`config.mk`:
```
export PLATFORM = sky130hd
export DESIGN_NAME = ipc_mailbox
export DESIGN_NICKNAME = d
export VERILOG_FILES = /design/src/rtl/ipc_mbox_pkg.sv /design/src/rtl/ipc_mbox_ctrl.sv /design/src/rtl/ipc_mbox_dp.sv /design/src/rtl/ipc_mailbox.sv
export SDC_FILE = /design/constraint.sdc
export NUM_CORES = 1
export LEC_CHECK = 0
export BUFFER_PORTS_ARGS = -buffer_cell sky130_fd_sc_hd__buf_2
export CAP_MARGIN = 30
export CORE_ASPECT_RATIO = 0.6
export CORE_MARGIN = 4
export CORE_UTILIZATION = 26
export DETAILED_ROUTE_END_ITERATION = 7
export GPL_ROUTABILITY_DRIVEN = 0
export PLACE_DENSITY = 0.53
export SKIP_CTS_REPAIR_TIMING = 1
export SYNTH_ARGS = -nofsm -noshare
export SYNTH_HDL_FRONTEND = slang
export SYNTH_SLANG_ARGS = --single-unit
```
`constraint.sdc`:
```
create_clock -name clk -period 8.85 [get_ports clk]
set_clock_uncertainty 0.05 [all_clocks]
set_input_delay 0 -clock clk [delete_from_list [all_inputs] [get_ports clk]]
set_output_delay 0 -clock clk [all_outputs]
set_load 0.02 [all_outputs]
```
`src/rtl/ipc_mbox_pkg.sv`:
```
package ipc_mbox_pkg;
  localparam int MBOX_AW   = 8;
  localparam int BUF_WORDS = 4;
  localparam int IDX_W     = $clog2(BUF_WORDS);

  localparam logic [MBOX_AW-1:0] CMD_OFS  = 8'h00;
  localparam logic [MBOX_AW-1:0] STAT_OFS = 8'h04;
  localparam logic [MBOX_AW-1:0] WBUF_OFS = 8'h80;
  localparam logic [MBOX_AW-1:0] RBUF_OFS = 8'h90;

  localparam int IOC_BIT = 8;
  localparam int SUB_LSB = 12;

  typedef struct packed {
    logic issue;
    logic finish;
    logic wbufWr;
    logic rdLoad;
  } mbox_strobe_t;
endpackage

```
`src/rtl/ipc_mbox_ctrl.sv`:
```
module ipc_mbox_ctrl
  import ipc_mbox_pkg::*;
(
  input  logic               clk,
  input  logic               rstN,
  input  logic [MBOX_AW-1:0] hostAddr,
  input  logic               hostWrEn,
  input  logic               hostRdEn,
  input  logic               iocBit,
  input  logic               svcDone,
  output mbox_strobe_t       strb,
  output logic               busy,
  output logic               svcCmdIrq,
  output logic               hostIrq
);
  logic iocHeld;
  logic inWbuf;

  assign inWbuf      = (hostAddr[MBOX_AW-1:4] == WBUF_OFS[MBOX_AW-1:4]);
  assign strb.issue  = hostWrEn && (hostAddr == CMD_OFS) && !busy;
  assign strb.finish = svcDone && busy;
  assign strb.wbufWr = hostWrEn && inWbuf;
  assign strb.rdLoad = hostRdEn;

  always_ff @(posedge clk) begin
    if (!rstN) begin
      busy      <= 1'b0;
      iocHeld   <= 1'b0;
      svcCmdIrq <= 1'b0;
      hostIrq   <= 1'b0;
    end else begin
      svcCmdIrq <= strb.issue;
      hostIrq   <= strb.finish && iocHeld;
      if (strb.issue) begin
        busy    <= 1'b1;
        iocHeld <= iocBit;
      end else if (strb.finish) begin
        busy    <= 1'b0;
      end
    end
  end
endmodule

```
`src/rtl/ipc_mbox_dp.sv`:
```
module ipc_mbox_dp
  import ipc_mbox_pkg::*;
#(
  parameter logic [7:0] INIT_ID = 8'hA5
) (
  input  logic               clk,
  input  logic               rstN,
  input  mbox_strobe_t       strb,
  input  logic               busy,
  input  logic [MBOX_AW-1:0] hostAddr,
  input  logic [31:0]        hostWrData,
  input  logic               hostByteRd,
  output logic [31:0]        hostRdData,
  output logic [31:0]        svcCmdWord,
  input  logic [IDX_W-1:0]   svcWbufIdx,
  output logic [31:0]        svcWbufData,
  input  logic               svcRbufWrEn,
  input  logic [IDX_W-1:0]   svcRbufIdx,
  input  logic [31:0]        svcRbufData,
  input  logic               svcErr,
  input  logic [7:0]         svcErrCode
);
  logic [31:0] wbufQ [BUF_WORDS];
  logic [31:0] rbufQ [BUF_WORDS];
  logic        errFlag;
  logic [7:0]  errCode;
  logic [31:0] statusWord;
  logic [31:0] rbufWord;
  logic [31:0] rbufShift;
  logic [31:0] rdNext;
  logic [IDX_W-1:0] hostIdx;

  assign hostIdx = hostAddr[IDX_W+1:2];

  always_ff @(posedge clk) begin
    if (!rstN) begin
      svcCmdWord <= '0;
      errFlag    <= 1'b0;
      errCode    <= '0;
    end else if (strb.issue) begin
      svcCmdWord <= hostWrData;
      errFlag    <= 1'b0;
      errCode    <= '0;
    end else if (strb.finish) begin
      errFlag    <= svcErr;
      errCode    <= svcErrCode;
    end
  end

  for (genvar gi = 0; gi < BUF_WORDS; gi++) begin : g_buf
    always_ff @(posedge clk) begin
      if (!rstN) begin
        wbufQ[gi] <= '0;
        rbufQ[gi] <= '0;
      end else begin
        if (strb.wbufWr && hostIdx == IDX_W'(gi)) wbufQ[gi] <= hostWrData;
        if (svcRbufWrEn && svcRbufIdx == IDX_W'(gi)) rbufQ[gi] <= svcRbufData;
      end
    end
  end

  assign svcWbufData = wbufQ[svcWbufIdx];
  assign statusWord  = {8'h00, errCode, INIT_ID, svcCmdWord[SUB_LSB+3:SUB_LSB],
                        2'b00, errFlag, busy};
  assign rbufWord    = rbufQ[hostIdx];
  assign rbufShift   = rbufWord >> {hostAddr[1:0], 3'b000};

  always_comb begin
    rdNext = '0;
    if (hostAddr == STAT_OFS)
      rdNext = statusWord;
    else if (hostAddr[MBOX_AW-1:4] == RBUF_OFS[MBOX_AW-1:4])
      rdNext = hostByteRd ? {24'h0, rbufShift[7:0]} : rbufWord;
  end

  always_ff @(posedge clk) begin
    if (!rstN)            hostRdData <= '0;
    else if (strb.rdLoad) hostRdData <= rdNext;
  end
endmodule

```
`src/rtl/ipc_mailbox.sv`:
```
module ipc_mailbox
  import ipc_mbox_pkg::*;
#(
  parameter logic [7:0] INIT_ID = 8'hA5
) (
  input  logic             clk,
  input  logic             rstN,
  input  logic [7:0]       hostAddr,
  input  logic             hostWrEn,
  input  logic [31:0]      hostWrData,
  input  logic             hostRdEn,
  input  logic             hostByteRd,
  output logic [31:0]      hostRdData,
  output logic             hostIrq,
  output logic             svcCmdIrq,
  output logic [31:0]      svcCmdWord,
  input  logic [1:0]       svcWbufIdx,
  output logic [31:0]      svcWbufData,
  input  logic             svcRbufWrEn,
  input  logic [1:0]       svcRbufIdx,
  input  logic [31:0]      svcRbufData,
  input  logic             svcDone,
  input  logic             svcErr,
  input  logic [7:0]       svcErrCode
);
  mbox_strobe_t strb;
  logic         busy;

  ipc_mbox_ctrl u_ctrl (
    .clk       (clk),
    .rstN      (rstN),
    .hostAddr  (hostAddr),
    .hostWrEn  (hostWrEn),
    .hostRdEn  (hostRdEn),
    .iocBit    (hostWrData[IOC_BIT]),
    .svcDone   (svcDone),
    .strb      (strb),
    .busy      (busy),
    .svcCmdIrq (svcCmdIrq),
    .hostIrq   (hostIrq)
  );

  ipc_mbox_dp #(.INIT_ID(INIT_ID)) u_dp (
    .clk         (clk),
    .rstN        (rstN),
    .strb        (strb),
    .busy        (busy),
    .hostAddr    (hostAddr),
    .hostWrData  (hostWrData),
    .hostByteRd  (hostByteRd),
    .hostRdData  (hostRdData),
    .svcCmdWord  (svcCmdWord),
    .svcWbufIdx  (svcWbufIdx),
    .svcWbufData (svcWbufData),
    .svcRbufWrEn (svcRbufWrEn),
    .svcRbufIdx  (svcRbufIdx),
    .svcRbufData (svcRbufData),
    .svcErr      (svcErr),
    .svcErrCode  (svcErrCode)
  );
endmodule

```
==> impl_metrics.py <==
metrics = {
    "clocking": {
        "htreeDepth": 2,
        "clock_latency_ps": 530,
        "clock_sinks": 332,
        "cts.clk_slew.worst_paths_ps": 60,
        "root_buffer": "clkbuf_16",
        "cts_tree": "built",
        "cts_buffer_depth": 3,
        "cts_buffers": 35,
    },
    "detailed_routing": {
        "ant_nets": 0,
        "vias": 8859,
        "drc": 0,
        "wire_per_inst_microns": 20.7,
        "drt-vias-per-instance": 4.47,
        "dr.first_iter.drc_count": 711,
        "wirelength_microns": 41100,
        "first_pass_iters": 4,
    },
    "min_path": {
        "worstHoldPathType": "in2reg",
    },
    "synthesis": {
        "ys_seq_area_frac": 0.648,
        "yosysMostFrequentCell": "and2_1",
        "yosysWarnings": 0,
        "netlist_area_sq_um": 14200,
        "async_flop_share": 0,
        "synth_edf_count": 256,
        "synth_common_cells": "257 x and2_1, 256 x edfxtp_1, 76 x dfxtp_1",
        "synthCells": 978,
        "synth.area.top_cells": "edfxtp_1 54%, and2_1 11%, dfxtp_1 11%",
        "synthFlopType": "edfxtp_1",
        "ys_ff_latch": 332,
        "syn_area_per_cell_sq_um": 14.5,
        "synthesis.nets": 1070,
        "synth_top_area_frac": 0.541,
        "synth_cell_types": 44,
        "yosys.area.top_type": "edfxtp_1",
    },
    "final_layout": {
        "seqCellArea_sq_um": 9210,
        "stdcell_count": 1980,
        "multi_input_area_sq_um": 4800,
        "finalNetCount": 1327,
        "drive_gt1_frac": 0.283,
        "nFillCells": 5287,
        "area_growth_pct": 26.4,
    },
    "die": {
        "dieArea_sq_um": 58600,
        "initial_core_util": 0.263,
        "io_pins": 190,
        "die_w_microns": 310,
        "chipHeight_microns": 189,
        "core_sq_um": 54100,
        "num_rows": 66,
    },
    "sta": {
        "min_period_ps": 2330,
        "fin_tns_setup_ps": 0,
        "timing.final.ws_setup_ps": 6520,
        "timing.fmax_ghz": 0.430,
        "tightestPinTransition_ps": 969,
        "finalHoldViolations": 3,
        "whs_ps": -39.5,
        "rsz0062_at_grt": "no",
        "slew_violations": 0,
        "slew_headroom": 0.352,
        "fin_crit_sh": 0.263,
        "setup_viol": 0,
    },
    "worst_setup_path": {
        "critPathKind": "in2reg",
        "critPathArrivalTime_ps": 2650,
        "cp-end-kind": "flop",
        "start_kind": "input pin",
        "critPathRequiredTime_ps": 9180,
        "crit_fanout": 32,
    },
    "power_and_ir_drop": {
        "cellInternalPower_mw": 2.69,
        "pwr-share-comb": 0.088,
        "power.leakage_nw": 6.61,
        "p_seq_frac": 0.504,
        "switching_share": 0.237,
        "ir_worst_vdd_v": 0.000109,
        "netSwitchingPower_mw": 0.834,
        "power_density_nw_per_um2": 196,
        "finalPower_mw": 3.52,
        "clkPwrFrac": 0.408,
    },
    "grt": {
        "grt_pass1_wl_microns": 59800,
        "antenna_found_initial": 8,
        "grt_usage": 0.137,
        "gr-usage-met1": 0.207,
        "grt-busiest-layer": "met1",
        "grt_util_met3": 0.0332,
        "grt_max_degree": 58,
        "grt_util_met2": 0.202,
        "grt_pass1_vias": 8891,
        "grt-ovfl-total": 0,
    },
    "placement": {
        "hpwl_microns": 26100,
        "dp_cells": 1828,
        "port_buffers": 189,
        "pre_cts_slack_ps": 6240,
    },
    "outcome": {
        "status": "finished with violations",
        "violations": "hold timing",
    },
    "flow_run": {
        "cap_viol_max_count": 0,
    },
}
-- state kept, by name, summed over array words and instances, names as in the netlist --
register and cells:
u_dp.wbufQ 128, u_dp.errFlag 1, u_ctrl.busy 1, u_dp.hostRdData 32, u_ctrl.svcCmdIrq 1, u_ctrl.hostIrq 1, u_dp.errCode 8, u_dp.rbufQ 128
u_dp.svcCmdWord 32
-- power by group through the flow --
stage	clock [mW]	combinational, mW	sequential [mW]
2_1_floorplan	0	0.153	1.81
3_3_place_gp	0	0.282	1.81
3_5_place_dp	0	0.285	1.81
4_1_cts	1.48	0.286	1.78
5_1_grt	1.55	0.332	1.78
6_report	1.44	0.308	1.78
-- cells by family (layout without fill, tap and decap cells) --
logic type	after synthesis	after routing	synth area share
and+or+nand+nor	380	380	0.159
muxes	71	71	0.107
DFF	332	332	0.648
other	0	4	0
AOI/OAI and AO/OA	121	121	0.0622
buffers and inverters	74	358	0.0237
-- metrics by stage --
stage | hold slack, ps | cell area (sq um) | utilization
after floorplan | 75.5 | 14200 | -
after global placement | 212 | 16000 | 0.295
after detailed placement | 214 | 16000 | 0.296
after CTS | -350 | 17100 | 0.316
after global routing | 4.46 | 18000 | 0.332
final | -39.5 | 18000 | 0.332
-- critical path, cell delays in order --
cell and delay, ps:
dlygate4sd3_1 530, buf_2 140, nor2_1 360, nand4_1 470, nor2_4 900, and2_1 230
-- placed cells by master, fill, tap and decap left out, types with 8 or more instances in the layout --
cell type	count
and2_1	257
edfxtp_1	256
buf_2	189
dlygate4sd3_1	84
dfxtp_1	76
mux4_2	64
clkbuf_16	36
nand2_1	34
nor2b_1	34
a22o_1	32
a21oi_1	29
nand3_1	20
buf_4	16
nand2b_1	9
a21boi_0	8
clkinv_2	8
-- final cells by class --
cell class              count  share of cell area
repair buffers            290               0.108
clock inverters            19             0.00794
multi-input cells         572               0.267
diodes                      4            0.000557
clock buffers              45              0.0537
well taps                 714              0.0497
inverters                   4            0.000836
flip-flops and latches    332               0.512
-- metal layers --
metal  routed length (microns)  vias up
li1                          -     4146
met1                     20400     4439
met2                     17800      210
met3                      2240       56
met4                       607        8
met5                        43        -
-- path summary, 6_finish.rpt --
kind,startpoint,end,slack [ps],depth (start not counted)
worst min register to register,u_dp.errCode[0]$_SDFFE_PP0P_,u_dp.errCode[0]$_SDFFE_PP0P_,410,2
worst max register to register,u_dp.rbufQ[3][18]$_SDFFCE_PN0P_,u_dp.hostRdData[2]$_SDFFE_PN0P_,6620,5
worst min-delay path,hostAddr[6],u_dp.hostRdData[7]$_SDFFE_PN0P_,-40,5
worst max-delay path,hostAddr[5],u_dp.wbufQ[1][17]$_SDFFCE_PN0P_,6520,6
Note: power is estimated with default switching activity, not from simulation.
